<file path="src/rtl/spi_queue_master.sv">
module spi_queue_master #(
  parameter int NSEL  = 8,
  parameter int DEPTH = 8,
  parameter int DIV   = 2,
  parameter int DW    = 32,
  parameter int LENW  = 5,
  parameter int DLYW  = 4
) (
  input  logic            clk,
  input  logic            rst_n,
  input  logic            wr_en,
  input  logic [1:0]      wr_addr,
  input  logic [DW-1:0]   wr_data,
  input  logic            rx_pop,
  output logic [DW-1:0]   rx_data,
  output logic            rx_valid,
  output logic            tx_full,
  output logic            busy,
  output logic            done,
  output logic            ovf,
  output logic            irq,
  output logic            sclk,
  output logic            mosi,
  input  logic            miso,
  output logic [NSEL-1:0] cs_n
);
  localparam int SELW = $clog2(NSEL);
  localparam int PW   = $clog2(DEPTH);
  localparam int NW   = LENW + 1;
  localparam int TW   = DLYW + NW + 1;
  localparam int DVW  = $clog2(DIV + 1);
  localparam int EW   = SELW + LENW + DW;

  logic [DLYW-1:0] cfg_dly;
  logic            cfg_mode3, cfg_irqen, run_en;
  logic [SELW-1:0] stg_sel;
  logic [LENW-1:0] stg_len;

  logic [EW-1:0] txm [DEPTH];
  logic [DW-1:0] rxm [DEPTH];
  logic [PW:0]   twp, trp, rwp, rrp, tcnt, rcnt;
  logic          tx_empty, rx_full;

  assign tcnt     = twp - trp;
  assign rcnt     = rwp - rrp;
  assign tx_empty = (tcnt == '0);
  assign tx_full  = (tcnt == (PW+1)'(DEPTH));
  assign rx_full  = (rcnt == (PW+1)'(DEPTH));
  assign rx_valid = (rcnt != '0);
  assign rx_data  = rxm[rrp[PW-1:0]];

  logic [SELW-1:0] hd_sel;
  logic [LENW-1:0] hd_len;
  logic [DW-1:0]   hd_dat;
  logic [NW-1:0]   hd_n, hd_sh;
  assign {hd_sel, hd_len, hd_dat} = txm[trp[PW-1:0]];
  assign hd_n  = (hd_len < LENW'(3)) ? NW'(4) : NW'(hd_len) + NW'(1);
  assign hd_sh = NW'(DW) - hd_n;

  logic [SELW-1:0] e_sel;
  logic [DLYW-1:0] e_dly;
  logic [NW-1:0]   e_n;
  logic            sclk_q;
  logic [DW-1:0]   tx_sh, rx_sh;
  logic [TW-1:0]   t, tn, dly_t, n2_t, rel_t, fin_t;
  logic [DVW-1:0]  dv;
  logic            tick, edge_hit, first_edge, rel_hit, fin_hit, start, wr_push;

  assign wr_push    = wr_en && (wr_addr == 2'd2);
  assign start      = !busy && run_en && !tx_empty && !rx_full;
  assign tick       = (dv == DVW'(DIV - 1));
  assign tn         = t + TW'(1);
  assign dly_t      = TW'(e_dly);
  assign n2_t       = TW'(e_n) << 1;
  assign rel_t      = (dly_t << 1) + n2_t - TW'(1);
  assign fin_t      = rel_t + dly_t;
  assign edge_hit   = busy && tick && (tn >= dly_t) && (tn < dly_t + n2_t);
  assign first_edge = (tn == dly_t);
  assign rel_hit    = busy && tick && (tn == rel_t);
  assign fin_hit    = busy && tick && (tn == fin_t);

  assign sclk = busy ? sclk_q : cfg_mode3;
  assign mosi = tx_sh[DW-1];
  assign irq  = done && cfg_irqen;

  always_ff @(posedge clk) begin
    if (wr_push && !tx_full) txm[twp[PW-1:0]] <= {stg_sel, stg_len, wr_data};
    if (rel_hit) rxm[rwp[PW-1:0]] <= rx_sh;
  end

  always_ff @(posedge clk or negedge rst_n) begin
    if (!rst_n) begin
      cfg_dly <= '0; cfg_mode3 <= 1'b0; cfg_irqen <= 1'b0; run_en <= 1'b0;
      stg_sel <= '0; stg_len <= '0;
      twp <= '0; trp <= '0; rwp <= '0; rrp <= '0;
      busy <= 1'b0; done <= 1'b0; ovf <= 1'b0;
      e_sel <= '0; e_dly <= '0; e_n <= '0; sclk_q <= 1'b0;
      tx_sh <= '0; rx_sh <= '0; t <= '0; dv <= '0;
      cs_n <= '1;
    end else begin
      if (wr_en) begin
        case (wr_addr)
          2'd0: begin
            cfg_dly   <= wr_data[DLYW-1:0];
            cfg_mode3 <= wr_data[4];
            cfg_irqen <= wr_data[5];
          end
          2'd1: begin
            stg_sel <= wr_data[SELW-1:0];
            stg_len <= wr_data[4 +: LENW];
          end
          2'd2: begin
            if (tx_full) ovf <= 1'b1;
            else twp <= twp + 1'b1;
          end
          default: begin
            run_en <= wr_data[0];
            if (wr_data[1]) done <= 1'b0;
            if (wr_data[2]) ovf <= 1'b0;
          end
        endcase
      end
      if (rx_pop && rx_valid) rrp <= rrp + 1'b1;

      if (start) begin
        busy   <= 1'b1;
        trp    <= trp + 1'b1;
        e_sel  <= hd_sel;
        e_n    <= hd_n;
        e_dly  <= (cfg_dly == '0) ? DLYW'(1) : cfg_dly;
        sclk_q <= cfg_mode3;
        tx_sh  <= hd_dat << hd_sh;
        rx_sh  <= '0;
        t      <= '0;
        dv     <= '0;
        cs_n   <= ~(NSEL'(1) << hd_sel);
      end else if (busy) begin
        dv <= tick ? '0 : dv + DVW'(1);
        if (tick) t <= tn;
        if (edge_hit) begin
          sclk_q <= ~sclk_q;
          if (!sclk_q) rx_sh <= {rx_sh[DW-2:0], miso};
          else if (!first_edge) tx_sh <= tx_sh << 1;
        end
        if (rel_hit) begin
          cs_n  <= '1;
          tx_sh <= '0;
          rwp   <= rwp + 1'b1;
          if (tx_empty) done <= 1'b1;
        end
        if (fin_hit) busy <= 1'b0;
      end
    end
  end

  a_r2_one_select: assert property (@(posedge clk) disable iff (!rst_n)
    $onehot0(~cs_n));

  a_r7_select_steady_while_clocking: assert property (@(posedge clk) disable iff (!rst_n)
    (busy && $past(busy) && !$stable(sclk_q)) |-> ((cs_n != '1) && $stable(cs_n)));

  a_r5_mosi_hold_on_rise: assert property (@(posedge clk) disable iff (!rst_n)
    (busy && $past(busy) && $rose(sclk_q)) |-> $stable(mosi));

  a_r3_ovf_sticky: assert property (@(posedge clk) disable iff (!rst_n)
    (ovf && !(wr_en && wr_addr == 2'd3 && wr_data[2])) |=> ovf);

  a_r9_done_after_release: assert property (@(posedge clk) disable iff (!rst_n)
    $rose(done) |-> (cs_n == '1));

  a_r8_rx_bounded: assert property (@(posedge clk) disable iff (!rst_n)
    rcnt <= (PW+1)'(DEPTH));

endmodule

</file>
<file path="config.mk">
export PLATFORM = sky130hd
export DESIGN_NAME = spi_queue_master
export DESIGN_NICKNAME = d
export VERILOG_FILES = /design/src/rtl/spi_queue_master.sv
export SDC_FILE = /design/constraint.sdc
export NUM_CORES = 1
export LEC_CHECK = 0
export CORE_AREA = 8 8 286 288
export DETAILED_ROUTE_END_ITERATION = 10
export DIE_AREA = 0 0 294 296
export DONT_BUFFER_PORTS = 1
export HOLD_SLACK_MARGIN = 0.1
export SLEW_MARGIN = 10
export SYNTH_ARGS = -nofsm -noshare
export SYNTH_HDL_FRONTEND = slang
export SYNTH_SLANG_ARGS = --single-unit
export TNS_END_PERCENT = 10
</file>
<file path="constraint.sdc">
create_clock -name clk -period 9.2 [get_ports clk]
set_input_delay 0.46 -clock clk [delete_from_list [all_inputs] [get_ports clk]]
set_output_delay 0.46 -clock clk [all_outputs]
set_load 0.01 [all_outputs]
</file>
==> results.ini, run 1 <==
[worst_setup_path]
arrival_ns = 6.72
crit_chain = buf_4, mux2i_1, a22o_1, or2_1, a31oi_4, inv_4, ha_1, inv_1, mux2_2, nand2b_1, a32oi_1, o21ai_0, mux2_2
cp_common_cell = mux2_2
critical-path-slowest-cell = ha_1
reg2regPathDepth = 13
cp_top_family = buffers and inverters
cp_num_buf_inv = 3
required_ns = 9.69
slowest_delay_ns = 0.94
cp_max_fo = 35
crit_type = reg2reg
start_kind = flip-flop
end_kind = flip-flop
cp.depth = 13

[run_status]
outcome = complete, no violations

[cells_and_area]
stdcell_area_sq_um = 34800
drive_above_1_share_pct = 17.5
nets = 2082
areaGrowthSynthToFinish_pct = 13.6

[grt]
grt_pass1_wl_um = 106000
track_usage_pct = 15.7
grt_pass1_vias = 17200
grt_overflow = 0
antenna_found_initial = 5
grt_max_degree = 131

[drt]
routedWlPerCell_um = 22.3
drc_errors = 0
first_pass_iters = 5
ant_nets = 0
vias_per_cell = 5.40
drt_iter0_markers = 1197
finalWirelength_um = 69100
via_count = 16800

[synthesis]
synth_top_family_by_area = multiplexers
yosysUniqueCellTypes = 86
synth_ff_type = edfxtp_1
synth-simple-area-share_pct = 6.82
synth.area.mux_share_pct = 15.2
yosys-top-cells-area = edfxtp_1, dfrtp_1, mux4_2, mux2i_1, nand2_1
syn_nets = 2033
synth_compound_area_share_pct = 4.86
yosys_warnings = 0
avgSynthCellArea_sq_um = 15.7
synthXorXnorAreaFrac_pct = 2.05
synthCells = 1950
synth_fa_ha_area_share_pct = 1.85
mappedNetlistArea_sq_um = 30600
synth_edf_count = 576
synth.yosys.seq_area_share_pct = 67.1
ys_ff_latch = 706
yosysTopAreaCell = edfxtp_1
async_flop_share_pct = 18.4
synth_top_area_share_pct = 56.5

[place]
dp_hpwl_um = 40600
io_buffers = 0
gp_congestion = 0.886
post_dp_cell_area_sq_um = 31900

[power]
p_total_mw = 13.2
clock_power_share_pct = 23.3
seqPwrFrac_pct = 31.1
p_leak_nw = 12.4
peakVddDrop_v = 0.000541
pwr-share-comb_pct = 45.6
internal_power_mw = 8.00
powerDensity_nw_per_um2 = 379
p_switching_mw = 5.19
p_sw_share_pct = 39.3

[sta]
period_minus_slack_ns = 6.23
setup_viol = 0
setup_tns_ns = 0
min_period_over_period_pct = 67.8
slew_headroom_pct = 23.9
slew_viol_final = 0
rsz0062_at_grt = no
tightest_slew_ns = 1.14
fin_worst_skew_ns = 0.0301
hold_viol = 0
clock.fmax_mhz = 160
hold_ws_ns = 0.135

[flow_run]
maxCapViolCount = 0

[clocking]
tritoncts = built
cts_buffers = 75
cts_setup_buffers = 0
cts.clk_slew.worst_paths_ns = 0.06
cts.htree.levels = 3
root_buffer = clkbuf_16
numClockSinks = 706
clockBufferDepth = 3
clk-insertion-delay-late_ns = 0.63
ctsResizeCount = 0

[floorplanning]
dieArea_sq_um = 87000
start_util_pct = 39.8
die_w_um = 294
num_io_pins = 87
die_y_um = 296
coreArea_sq_um = 77000
num_rows = 102

[worst_hold_path]
hold_path.class = in2reg
holdPathStages = 2

-- cell families (layout without fill, tap and decap cells) --
kind of cell / after synthesis / count (layout)
flops: 706 / 706
simple gates: 477 / 477
mux: 293 / 293
compound gates: 209 / 209
buf+inv: 151 / 263
xor+xnor: 70 / 70
fa+ha+maj: 44 / 44
other cells: 0 / 3
-- cell type report --
cell class | instances | area, sq um
diodes | 3 | 7.51
clock buffers | 100 | 2030
clock inverters | 40 | 510
fillers | 6652 | 42100
inverters | 51 | 194
multi-input cells | 1093 | 9550
flip-flops and latches | 706 | 20600
well taps | 1040 | 1300
repair buffers | 72 | 656
-- registers in the layout (all words and copies together) (netlist names), 2 cells and up --
name,cells
twp,4
t,11
e_dly,4
txm,320
cfg_dly,4
rxm,256
e_n,6
rwp,4
rrp,4
cs_n,8
stg_sel,3
tx_sh,32
rx_sh,32
dv,2
stg_len,5
trp,4
-- cell usage in the layout (no fill, tap or decap), types with 14 or more instances in the layout --
| master | synthesis | layout |
|---|---|---|
| buf_4 | 5 | 33 |
| clkbuf_1 | 47 | 20 |
| clkbuf_16 | 0 | 76 |
| a21oi_1 | 51 | 51 |
| nand3_1 | 17 | 17 |
| mux2_2 | 31 | 31 |
| mux2i_1 | 127 | 127 |
| o21ai_0 | 37 | 36 |
| xor2_1 | 24 | 23 |
| inv_1 | 48 | 47 |
| xnor2_1 | 44 | 44 |
| nor2_1 | 109 | 105 |
| nor3_1 | 20 | 14 |
| ha_1 | 42 | 42 |
| edfxtp_1 | 576 | 576 |
| dlygate4sd3_1 | 0 | 38 |
| dfrtp_1 | 122 | 118 |
| nand2_1 | 244 | 244 |
| mux4_2 | 134 | 134 |
-- cells in the mapped netlist, types with 6 or more instances --
cell type / count
mux4_2: 134
dfrtp_1: 122
o21ai_0: 37
a221oi_1: 12
clkbuf_1: 47
xnor2_1: 44
a22oi_1: 9
edfxtp_1: 576
nand2b_1: 12
mux2i_1: 127
nor2_1: 109
inv_1: 48
nand3_1: 17
nor3_1: 20
o22ai_1: 7
ha_1: 42
nand2_1: 244
o21a_1: 8
and3_1: 12
nor2b_1: 6
nor4_1: 6
o22a_1: 9
a22o_1: 6
mux2_2: 31
and2_1: 10
nand4_1: 9
a21o_1: 11
buf_2: 20
a21oi_1: 51
xor2_1: 24
dfstp_2: 8
nor3b_1: 11
buf_1: 23
o211ai_1: 7
-- power by group through the flow --
stage	logic [mW]	registers [mW]	clock network (mW)
finish	6.01	4.10	3.07
detailed placement	5.91	4.18	0
global route	6.53	4.15	3.27
global placement	5.85	4.16	0
CTS	5.98	4.11	3.15
floorplan	4.68	3.96	0
-- worst reg2reg max path, stage by stage, from the launching register on --
cell and delay (ns):
dfrtp_4 0.88, buf_4 0.59, mux2i_1 0.18, a22o_1 0.26, or2_1 0.30, a31oi_4 0.77, inv_4 0.27, ha_1 0.94
inv_1 0.65, mux2_2 0.47, nand2b_1 0.15, a32oi_1 0.27, o21ai_0 0.10, mux2_2 0.30
-- worst paths after layout --
| kind | from | endpoint | slack, ns |
|---|---|---|---|
| worst min register to register | tx_sh[18]$_DFFE_PN0P_ | tx_sh[18]$_DFFE_PN0P_ | 0.48 |
| min in group asynchronous | rst_n | rx_sh[9]$_DFFE_PN0P_ | 0.44 |
| worst max-delay path | trp[0]$_DFFE_PN0P_ | tx_sh[8]$_DFFE_PN0P_ | 2.97 |
| max in group asynchronous | rst_n | tx_sh[13]$_DFFE_PN0P_ | 8.09 |
| worst min-delay path | wr_addr[0] | twp[0]$_DFFE_PN0P_ | 0.13 |
| worst max register to register | trp[0]$_DFFE_PN0P_ | tx_sh[8]$_DFFE_PN0P_ | 2.97 |
-- routing by layer --
metal / vias to the layer above / track usage (%) / routed length (um)
met5: - / 0 / 0
li1: 7570 / - / -
met1: 8623 / 21.2 / 30300
met3: 95 / 2.89 / 3950
met2: 488 / 26.4 / 33700
met4: 0 / 3.93 / 1230
-- through the flow --
step / cells / util [%] / setup WS (ns)
detailed placement: 2923 / 41.4 / 2.98
CTS: 3102 / 45.2 / 2.94
finish: 3105 / 45.2 / 2.97
global placement: 2923 / 41.4 / 3.09
global route: 3105 / 45.2 / 2.46
floorplan: 1950 / - / 2.49
-- timing repair --
| item | 4_1_cts | 5_1_grt |
|---|---|---|
| endpoints found under the setup margin | 0 | 0 |
| endpoints found under the hold margin | 403 | 0 |
| hold buffers | 39 | 0 |
(Power assumes the default switching activity.)
==> inputs of run 2 (changes only) <==
==> constraint.sdc (replaced) <==
create_clock -name clk -period 5.1 [get_ports clk]
set_input_delay 0.255 -clock clk [delete_from_list [all_inputs] [get_ports clk]]
set_output_delay 0.255 -clock clk [all_outputs]
set_load 0.01 [all_outputs]
==> results.ini, run 2 (synthesis gave the netlist of run 1 again) <==
[run_status]
outcome = complete, no violations  ; unchanged

[grt]
grt_overflow = 0  ; unchanged
grt_pass1_wl_um = 105000  ; was 106000 um
antenna_found_initial = 4  ; was 5
grt_max_degree = 131  ; unchanged
grt_pass1_vias = 17200  ; about the same
track_usage_pct = 15.6  ; was 15.7%

[clocking]
ctsResizeCount = 0  ; unchanged
root_buffer = clkbuf_16  ; unchanged
cts_setup_buffers = 0  ; unchanged
cts.clk_slew.worst_paths_ns = 0.07  ; was 0.06 ns
cts.htree.levels = 3  ; unchanged
tritoncts = built  ; unchanged
numClockSinks = 706  ; unchanged
cts-hold-fix-buffers = 39  ; unchanged
cts_buffers = 75  ; unchanged
clockBufferDepth = 3  ; unchanged
clk-insertion-delay-late_ns = 0.61  ; was 0.63 ns

[floorplanning]
num_rows = 102  ; unchanged
die_y_um = 296  ; unchanged
dieArea_sq_um = 87000  ; unchanged
coreArea_sq_um = 77000  ; unchanged
num_io_pins = 87  ; unchanged
start_util_pct = 39.8  ; unchanged
die_w_um = 294  ; unchanged

[cells_and_area]
drive_above_1_share_pct = 18.5  ; was 17.5%
final_util_pct = 45.5  ; was 45.2%
areaGrowthSynthToFinish_pct = 14.3  ; was 13.6%
final_common_cell = edfxtp_1  ; unchanged
layout.cells.most_common_list = edfxtp_1, nand2_1, mux4_2, mux2i_1, dfrtp_1  ; unchanged
layout.cells.non_filler = 3120  ; was 3105
largest_reg_flops = 320  ; unchanged
num-fill-cells = 6685  ; was 6652
seq_area_sq_um = 20600  ; unchanged
multi_input_area_sq_um = 9580  ; was 9550 sq um
nets = 2101  ; was 2082

[power]
peakVddDrop_v = 0.000621  ; was 0.000541 V
p_leak_nw = 12.8  ; was 12.4 nW
powerDensity_nw_per_um2 = 687  ; was 379 nW/um^2

[sta]
slew_headroom_pct = 31.1  ; was 23.9%
rsz0062_at_grt = no  ; unchanged
min_period_over_period_pct = 89.5  ; was 67.8%
tightest_slew_ns = 1.03  ; was 1.14 ns
setup_viol = 0  ; unchanged
clock.fmax_mhz = 219  ; was 160 MHz
slew_viol_final = 0  ; unchanged
hold_viol = 0  ; unchanged
period_minus_slack_ns = 4.56  ; was 6.23 ns
fin_worst_skew_ns = 0.0283  ; was 0.0301 ns

[worst_setup_path]
rrSetupSlack_ns = 0.54  ; was 2.97 ns
start_kind = flip-flop  ; unchanged
crit_path_end = rxm[3][20]$_DFFE_PP_  ; was tx_sh[8]$_DFFE_PN0P_
rr_startpoint = e_dly[1]$_DFFE_PN0P_  ; was trp[0]$_DFFE_PN0P_
worstReg2RegEnd = rxm[3][20]$_DFFE_PP_  ; was tx_sh[8]$_DFFE_PN0P_
crit_type = reg2reg  ; unchanged
critical-path-slowest-cell = buf_4  ; was ha_1
cp.depth = 14  ; was 13
slowest_delay_ns = 0.53  ; was 0.94 ns
required_ns = 5.34  ; was 9.69 ns
cp_num_buf_inv = 3  ; unchanged
arrival_ns = 4.80  ; was 6.72 ns
cp-startpoint = e_dly[1]$_DFFE_PN0P_  ; was trp[0]$_DFFE_PN0P_
end_kind = flip-flop  ; unchanged
cp_max_fo = 32  ; was 35
cp_top_family = simple AND/OR/NAND/NOR gates  ; was buffers and inverters
crit_chain = inv_1, ha_1, inv_1, ha_1, fa_1, xor2_1, xnor2_1, xnor2_1, nand3_1, or3_1, a211oi_2, nand2_1, nor3b_2, buf_4  ; was buf_4, mux2i_1, a22o_1, or2_1, a31oi_4, inv_4, ha_1, inv_1, mux2_2, nand2b_1, a32oi_1, o21ai_0, mux2_2
reg2regPathDepth = 14  ; was 13

[flow_run]
maxCapViolCount = 0  ; unchanged

[drt]
routedWlPerCell_um = 21.8  ; was 22.3 um
finalWirelength_um = 68100  ; was 69100 um
drt_iter0_markers = 1216  ; was 1197
ant_nets = 0  ; unchanged
first_pass_iters = 5  ; unchanged
drc_errors = 0  ; unchanged
vias_per_cell = 5.36  ; was 5.40
via_count = 16700  ; was 16800

[place]
dp_hpwl_um = 41500  ; was 40600 um
io_buffers = 0  ; unchanged
gp_congestion = 0.827  ; was 0.886
dp.cells = 2942  ; was 2923

[worst_hold_path]
hold_path.class = in2reg  ; unchanged

==> run 2: cell types whose count changed in the layout (fill, tap and decap cells not counted), sizes merged <==
cell / previous run / this run
clkinvlp: 2 / 8
diode: 3 / 2
clkinv: 29 / 28
inv: 51 / 57
buf: 34 / 53
clkbuf: 100 / 86
==> run 2: report_power, final <==
part           leakage (nW)  switching [mW]  internal, mW  total, mW
Clock                  1.20            2.26          3.24       5.49
Combinational          4.64            6.73          4.59       11.3
Sequential             6.92           0.484          6.78       7.27
==> run 2: how the worst min path moves through the flow <==
stage                      from                     end  slack, ns  cells past startpoint
after global placement    rst_n    rx_sh[8]$_DFFE_PN0P_      -0.03                      0
after floorplan           rst_n          busy$_DFF_PN0_      -0.04                      0
after global routing      wr_en  cfg_dly[1]$_DFFE_PN0P_       0.14                      2
final                     wr_en  cfg_dly[1]$_DFFE_PN0P_       0.15                      2
after CTS                 wr_en  cfg_dly[0]$_DFFE_PN0P_       0.12                      2
after detailed placement  rst_n    rx_sh[8]$_DFFE_PN0P_      -0.03                      0
==> run 2: final cells by class <==
type	count	share of cell area (%)
clock buffer	86	5.56
clock inverter	51	1.60
sequential	706	58.7
antenna	2	0.0143
multi-input combinational	1093	27.3
inverter	51	0.554
timing repair buffer	91	2.49
tap	1040	3.71
==> run 2: per-stage QoR <==
| step | hold WS (ns) | cell area (sq um) | power (mW) | setup TNS, ns | setup slack (ns) |
|---|---|---|---|---|---|
| final | 0.154 | 35000 | 24.1 | 0 | 0.537 |
| after global routing | 0.144 | 35000 | 25.5 | 0 | 0.205 |
| after CTS | 0.119 | 35000 | 24.3 | 0 | 0.485 |
| after detailed placement | -0.0311 | 32100 | 18.7 | 0 | 0.512 |
| after global placement | -0.0309 | 32100 | 18.6 | 0 | 0.612 |
| after floorplan | -0.0406 | 30700 | 15.7 | -201.55 | -0.829 |
==> run 2: routing by layer <==
metal / up-vias / track usage [%] / share of wire, % / wire (um)
met4: 2 / 4.33 / 2.2 / 1510
met2: 356 / 25.8 / 49 / 33100
met5: - / 0 / 0.019 / 13
met1: 8661 / 21.1 / 44 / 30000
met3: 104 / 3.17 / 5.1 / 3470
li1: 7606 / - / - / -
